===== config.mk =====
export PLATFORM = sky130hd
export DESIGN_NAME = addr_map_decoder
export DESIGN_NICKNAME = d
export VERILOG_FILES = /design/src/rtl/addr_map_pkg.sv /design/src/rtl/addr_window_match.sv /design/src/rtl/addr_base_reg.sv /design/src/rtl/addr_priority_pick.sv /design/src/rtl/addr_map_decoder.sv
export SDC_FILE = /design/constraint.sdc
export NUM_CORES = 1
export LEC_CHECK = 0
export CAP_MARGIN = 20
export CORE_AREA = 4 4 41 43
export CTS_BUF_LIST = sky130_fd_sc_hd__clkbuf_4 sky130_fd_sc_hd__clkbuf_8 sky130_fd_sc_hd__clkbuf_16
export DETAILED_ROUTE_END_ITERATION = 16
export DIE_AREA = 0 0 45 47
export DONT_BUFFER_PORTS = 1
export GPL_ROUTABILITY_DRIVEN = 1
export GPL_TIMING_DRIVEN = 0
export PLACE_DENSITY = 0.5
export SKIP_CTS_REPAIR_TIMING = 1
export SLEW_MARGIN = 20
export SYNTH_ARGS = -nofsm -noshare
export SYNTH_HDL_FRONTEND = slang
export SYNTH_SLANG_ARGS = --single-unit

===== constraint.sdc =====
create_clock -name clk -period 1 [get_ports clk]
set_input_delay 0.05 -clock clk [delete_from_list [all_inputs] [get_ports clk]]
set_output_delay 0.05 -clock clk [all_outputs]
set_load 0.005 [all_outputs]

===== src/rtl/addr_map_pkg.sv =====
package addr_map_pkg;

  // Decode targets, index 0 is highest precedence.
  localparam int NUM_TGT = 6;

  typedef enum logic [2:0] {
    TGT_DBG    = 3'd0,
    TGT_REG    = 3'd1,
    TGT_SRAM   = 3'd2,
    TGT_EEPROM = 3'd3,
    TGT_FLASH  = 3'd4,
    TGT_EXT    = 3'd5
  } tgt_e;

endpackage


===== src/rtl/addr_window_match.sv =====
module addr_window_match #(
  parameter int ADDR_W   = 16,
  parameter int SIZE_LOG = 11
) (
  input  logic [ADDR_W-1:0] addr_i,
  input  logic [ADDR_W-1:0] base_i,
  output logic              hit_o
);

  // Aligned power-of-two window: upper bits must agree.
  logic [ADDR_W-1:0] diff;

  always_comb begin
    diff  = addr_i ^ base_i;
    hit_o = ((diff >> SIZE_LOG) == '0);
  end

endmodule


===== src/rtl/addr_base_reg.sv =====
module addr_base_reg #(
  parameter int CFG_W     = 8,
  parameter int FIELD_W   = 4,
  parameter int FIELD_LSB = 3
) (
  input  logic               clk,
  input  logic               rst_n,
  input  logic               we_i,
  input  logic [CFG_W-1:0]   wdata_i,
  input  logic               special_i,
  output logic [CFG_W-1:0]   rdata_o,
  output logic [FIELD_W-1:0] field_o
);

  localparam logic [CFG_W-1:0] WR_MASK =
    CFG_W'(((1 << FIELD_W) - 1) << FIELD_LSB);

  logic [CFG_W-1:0] cfg_q;
  logic             taken_q;
  logic             accept;

  // Normal mode: first write only. Special mode: every write.
  always_comb accept = we_i && (special_i || !taken_q);

  always_ff @(posedge clk or negedge rst_n) begin
    if (!rst_n) begin
      cfg_q   <= '0;
      taken_q <= 1'b0;
    end else if (accept) begin
      cfg_q   <= wdata_i & WR_MASK;
      taken_q <= 1'b1;
    end
  end

  assign rdata_o = cfg_q;
  assign field_o = cfg_q[FIELD_LSB +: FIELD_W];

endmodule


===== src/rtl/addr_priority_pick.sv =====
module addr_priority_pick #(
  parameter int N = 6
) (
  input  logic [N-1:0] claim_i,
  output logic [N-1:0] grant_o
);

  // Bit 0 wins; each later bit is masked by any earlier claim.
  logic taken;

  always_comb begin
    taken   = 1'b0;
    grant_o = '0;
    for (int i = 0; i < N; i++) begin
      grant_o[i] = claim_i[i] && !taken;
      taken      = taken || claim_i[i];
    end
  end

endmodule


===== src/rtl/addr_map_decoder.sv =====
module addr_map_decoder #(
  parameter int               ADDR_W       = 16,
  parameter int               CFG_W        = 8,
  parameter int               REG_WIN_LOG  = 11,
  parameter int               REG_SPAN_LOG = 15,
  parameter logic [ADDR_W-1:0] DBG_BASE    = 16'hFF00,
  parameter int               DBG_LOG      = 8,
  parameter logic [ADDR_W-1:0] SRAM_BASE   = 16'h2000,
  parameter int               SRAM_LOG     = 13,
  parameter logic [ADDR_W-1:0] EE_BASE     = 16'h4000,
  parameter int               EE_LOG       = 12,
  parameter logic [ADDR_W-1:0] FLASH_BASE  = 16'h8000,
  parameter int               FLASH_LOG    = 15
) (
  input  logic              clk,
  input  logic              rst_n,
  input  logic [ADDR_W-1:0] addr_i,
  input  logic              addr_vld_i,
  input  logic              cfg_we_i,
  input  logic [CFG_W-1:0]  cfg_wdata_i,
  input  logic              special_mode_i,
  input  logic              expanded_mode_i,
  input  logic              dbg_active_i,
  output logic              sel_dbg_o,
  output logic              sel_reg_o,
  output logic              sel_sram_o,
  output logic              sel_eeprom_o,
  output logic              sel_flash_o,
  output logic              sel_ext_o,
  output logic [CFG_W-1:0]  cfg_rdata_o
);

  import addr_map_pkg::*;

  localparam int FIELD_W   = REG_SPAN_LOG - REG_WIN_LOG;
  localparam int FIELD_LSB = CFG_W - 1 - FIELD_W;
  localparam int NUM_FIX   = 4;

  localparam logic [ADDR_W-1:0] FIX_BASE [NUM_FIX] =
    '{DBG_BASE, SRAM_BASE, EE_BASE, FLASH_BASE};
  localparam int FIX_LOG [NUM_FIX] = '{DBG_LOG, SRAM_LOG, EE_LOG, FLASH_LOG};

  logic [FIELD_W-1:0] reg_field;
  logic [ADDR_W-1:0]  reg_base;
  logic [NUM_FIX-1:0] fix_hit;
  logic               reg_hit;
  logic [NUM_TGT-1:0] claim;
  logic [NUM_TGT-1:0] grant;

  addr_base_reg #(
    .CFG_W    (CFG_W),
    .FIELD_W  (FIELD_W),
    .FIELD_LSB(FIELD_LSB)
  ) u_base (
    .clk      (clk),
    .rst_n    (rst_n),
    .we_i     (cfg_we_i),
    .wdata_i  (cfg_wdata_i),
    .special_i(special_mode_i),
    .rdata_o  (cfg_rdata_o),
    .field_o  (reg_field)
  );

  assign reg_base = ADDR_W'(reg_field) << REG_WIN_LOG;

  addr_window_match #(
    .ADDR_W  (ADDR_W),
    .SIZE_LOG(REG_WIN_LOG)
  ) u_reg_win (
    .addr_i(addr_i),
    .base_i(reg_base),
    .hit_o (reg_hit)
  );

  for (genvar g = 0; g < NUM_FIX; g++) begin : g_fix
    addr_window_match #(
      .ADDR_W  (ADDR_W),
      .SIZE_LOG(FIX_LOG[g])
    ) u_win (
      .addr_i(addr_i),
      .base_i(FIX_BASE[g]),
      .hit_o (fix_hit[g])
    );
  end

  always_comb begin
    claim             = '0;
    claim[TGT_DBG]    = addr_vld_i && dbg_active_i && fix_hit[0];
    claim[TGT_REG]    = addr_vld_i && reg_hit;
    claim[TGT_SRAM]   = addr_vld_i && fix_hit[1];
    claim[TGT_EEPROM] = addr_vld_i && fix_hit[2];
    claim[TGT_FLASH]  = addr_vld_i && fix_hit[3];
    claim[TGT_EXT]    = addr_vld_i && expanded_mode_i;
  end

  addr_priority_pick #(.N(NUM_TGT)) u_pick (
    .claim_i(claim),
    .grant_o(grant)
  );

  assign sel_dbg_o    = grant[TGT_DBG];
  assign sel_reg_o    = grant[TGT_REG];
  assign sel_sram_o   = grant[TGT_SRAM];
  assign sel_eeprom_o = grant[TGT_EEPROM];
  assign sel_flash_o  = grant[TGT_FLASH];
  assign sel_ext_o    = grant[TGT_EXT];

endmodule


==> flow_summary.toml <==
[grt]
grt.overflow.total = 0
use_met2_pct = 11.0
grtUsageTotal_pct = 7.70
use_met3_pct = 5.75
grt_start_max_net_pins = 6
grt_pass1_vias = 265
grt_pass1_wl_um = 1080
top_usage_layer = "met2"
antenna_found_initial = 0
use_met1_pct = 7.14

[worst_setup_path]
r2r_setup_slack_ns = -0.10
path_class = "reg -> out"
required_ns = 0.95
rr_worst_depth = 3
critPathCaptureType = "output port"
path_max_fanout = 3
crit_path_start_kind = "flip-flop"
critical_path_arrival_ns = 1.36

[synthesis]
ys_top_cells_by_count = "dfrtp_1 (5), buf_4 (4), mux2_2 (4), xor2_1 (4)"
ys_ff_latch = 5
yosys-top-cells-area = "dfrtp_1 (36%), mux2_2 (13%), xor2_1 (10%), buf_4 (8.6%), nor3b_1 (4.3%)"
synthArstFlopShare_pct = 100
yosysWarnings = 0
synth_cell_type_count = 18
synth_most_common_cell = "dfrtp_1"
ys.flop_type = "dfrtp_1"
synth_cells = 36
syn_area_um2 = 348
syn_area_per_cell_um2 = 9.66
synth_largest_area_cell = "dfrtp_1"
synth_edf_count = 0
yosysSeqAreaShare_pct = 36.0
synth_top_area_share_pct = 36.0

[drt]
dr.first_iter.drc_count = 2
drtAntennaViolNets = 0
num_vias = 304
firstDrtPassIters = 2
routed_wl_um = 898
wire_per_inst_um = 13.6
vias_per_cell = 4.61
drc = 0

[sta]
fmax_mhz = 707
final_hold_viol_count = 0
worst_hold_slack_ns = 0.0753
fin_crit_sh_pct = 141
setup-violations-final = 8
rsz0062_at_grt = "yes"
fin_skew_ns = 0.00223
drv_slew = 0
finalWorstSetupSlack_ns = -0.414
period_minus_slack_ns = 1.41

[die]
die_w_um = 45
core_um2 = 1300
ios = 45
num_rows = 13
die_h_um = 47
start_util_pct = 26.7
die_area_um2 = 2120

[finish]
nNetsFinal = 83
area_delta_synth_final_pct = 59.4
diodes = 0
layout-drive-gt1-share_pct = 51.0
final_area_um2 = 554

[clock_network]
cts.clk_slew.worst_paths_ns = 0.04
cts_tree = "built"
cts_max_level = 1
cts_buffer_depth = 2
clock_latency_ns = 0.24
clockRootBuffer = "clkbuf_4"
cts_made_buffers = 3
cts.sinks = 5

[place]
dp_hpwl_um = 684
portBuffers = 0
placed_area_um2 = 382
gp_congestion = 0.565

[pwr]
p_per_area_nw_per_um2 = 1280
p_leak_nw = 0.230
irDropWorstVdd_mv = 0.754

[min_path]
hold_class = "in -> reg"
min_path_cells = 2

[flow_run]
drv_cap = 0

[run_status]
status = "complete, but fails checks"
violations = "negative setup slack"
[cell families after synthesis]
logic type	count (synthesis)	synth area share, %
and+or+nand+nor	16	28.8
muxes	4	12.9
DFF	5	36.0
AOI/OAI and AO/OA	1	1.44
other	1	1.08
xor gates and xnor gates	4	10.1
buffers and inverters	5	9.71
[where the power goes]
| part | switching [mW] | leakage [nW] | internal (mW) |
|---|---|---|---|
| clock network | 0.0771 | 0.0184 | 0.178 |
| registers | 0.0398 | 0.0536 | 0.230 |
| logic | 0.0754 | 0.157 | 0.112 |
[worst paths after layout]
check                                  start                end
setup reg to reg              u_base.taken_q  u_base.rdata_o[5]
hold / removal                      cfg_we_i  u_base.rdata_o[6]
min in group asynchronous              rst_n     u_base.taken_q
setup / recovery           u_base.rdata_o[5]          sel_reg_o
hold reg to reg               u_base.taken_q     u_base.taken_q
max in group asynchronous              rst_n  u_base.rdata_o[3]
[through the flow]
stage | worst slack [ns] | std cells | power, mW | util, % | TNS [ns]
floorplan | -0.109 | 39 | 0.349 | - | -0.125
global placement | -0.201 | 54 | 0.364 | 29.3 | -0.704
detailed placement | -0.220 | 54 | 0.367 | 29.3 | -0.817
CTS | -0.482 | 58 | 0.636 | 31.6 | -1.92
global route | -0.513 | 66 | 0.773 | 42.6 | -2.35
finish | -0.414 | 66 | 0.712 | 42.6 | -1.78
[layout make-up]
class	count	area, µm²
fill	133	747
multi-input combinational	29	269
sequential	5	128
timing repair buffer	8	75.1
clock buffer	4	30.0
buffer	4	30.0
tap	15	18.8
inverter	1	3.75
[metal layers]
metal | share of wire [%] | vias up | routed length (µm)
met3 | 16 | 0 | 148
met2 | 47 | 29 | 424
met5 | 0 | - | 0
li1 | - | 144 | -
met1 | 36 | 131 | 325
met4 | 0 | 0 | 0
[worst max-delay path: stages (launching register included)]
cell,delay (ns)
dfrtp_1,0.42
xor2_2,0.18
nor4_4,0.32
nor2b_2,0.20
[cell usage in the layout, fill, tap and decap left out, types with 2 or more instances in the layout]
master and instances:
buf_4 6, dlygate4sd3_1 6, conb_1 4, clkbuf_4 4, xor2_2 3, mux2_4 3
dfrtp_1 3, nand2_1 2, nand4_1 2, nor3_1 2, nor4_2 2, nor3b_1 2
dfrtp_2 2
[flip-flops by register name (all words and copies together) (netlist names)]
signal / cells
u_base.rdata_o: 4
u_base.taken_q: 1
Power figures use the tool's default switching activity.
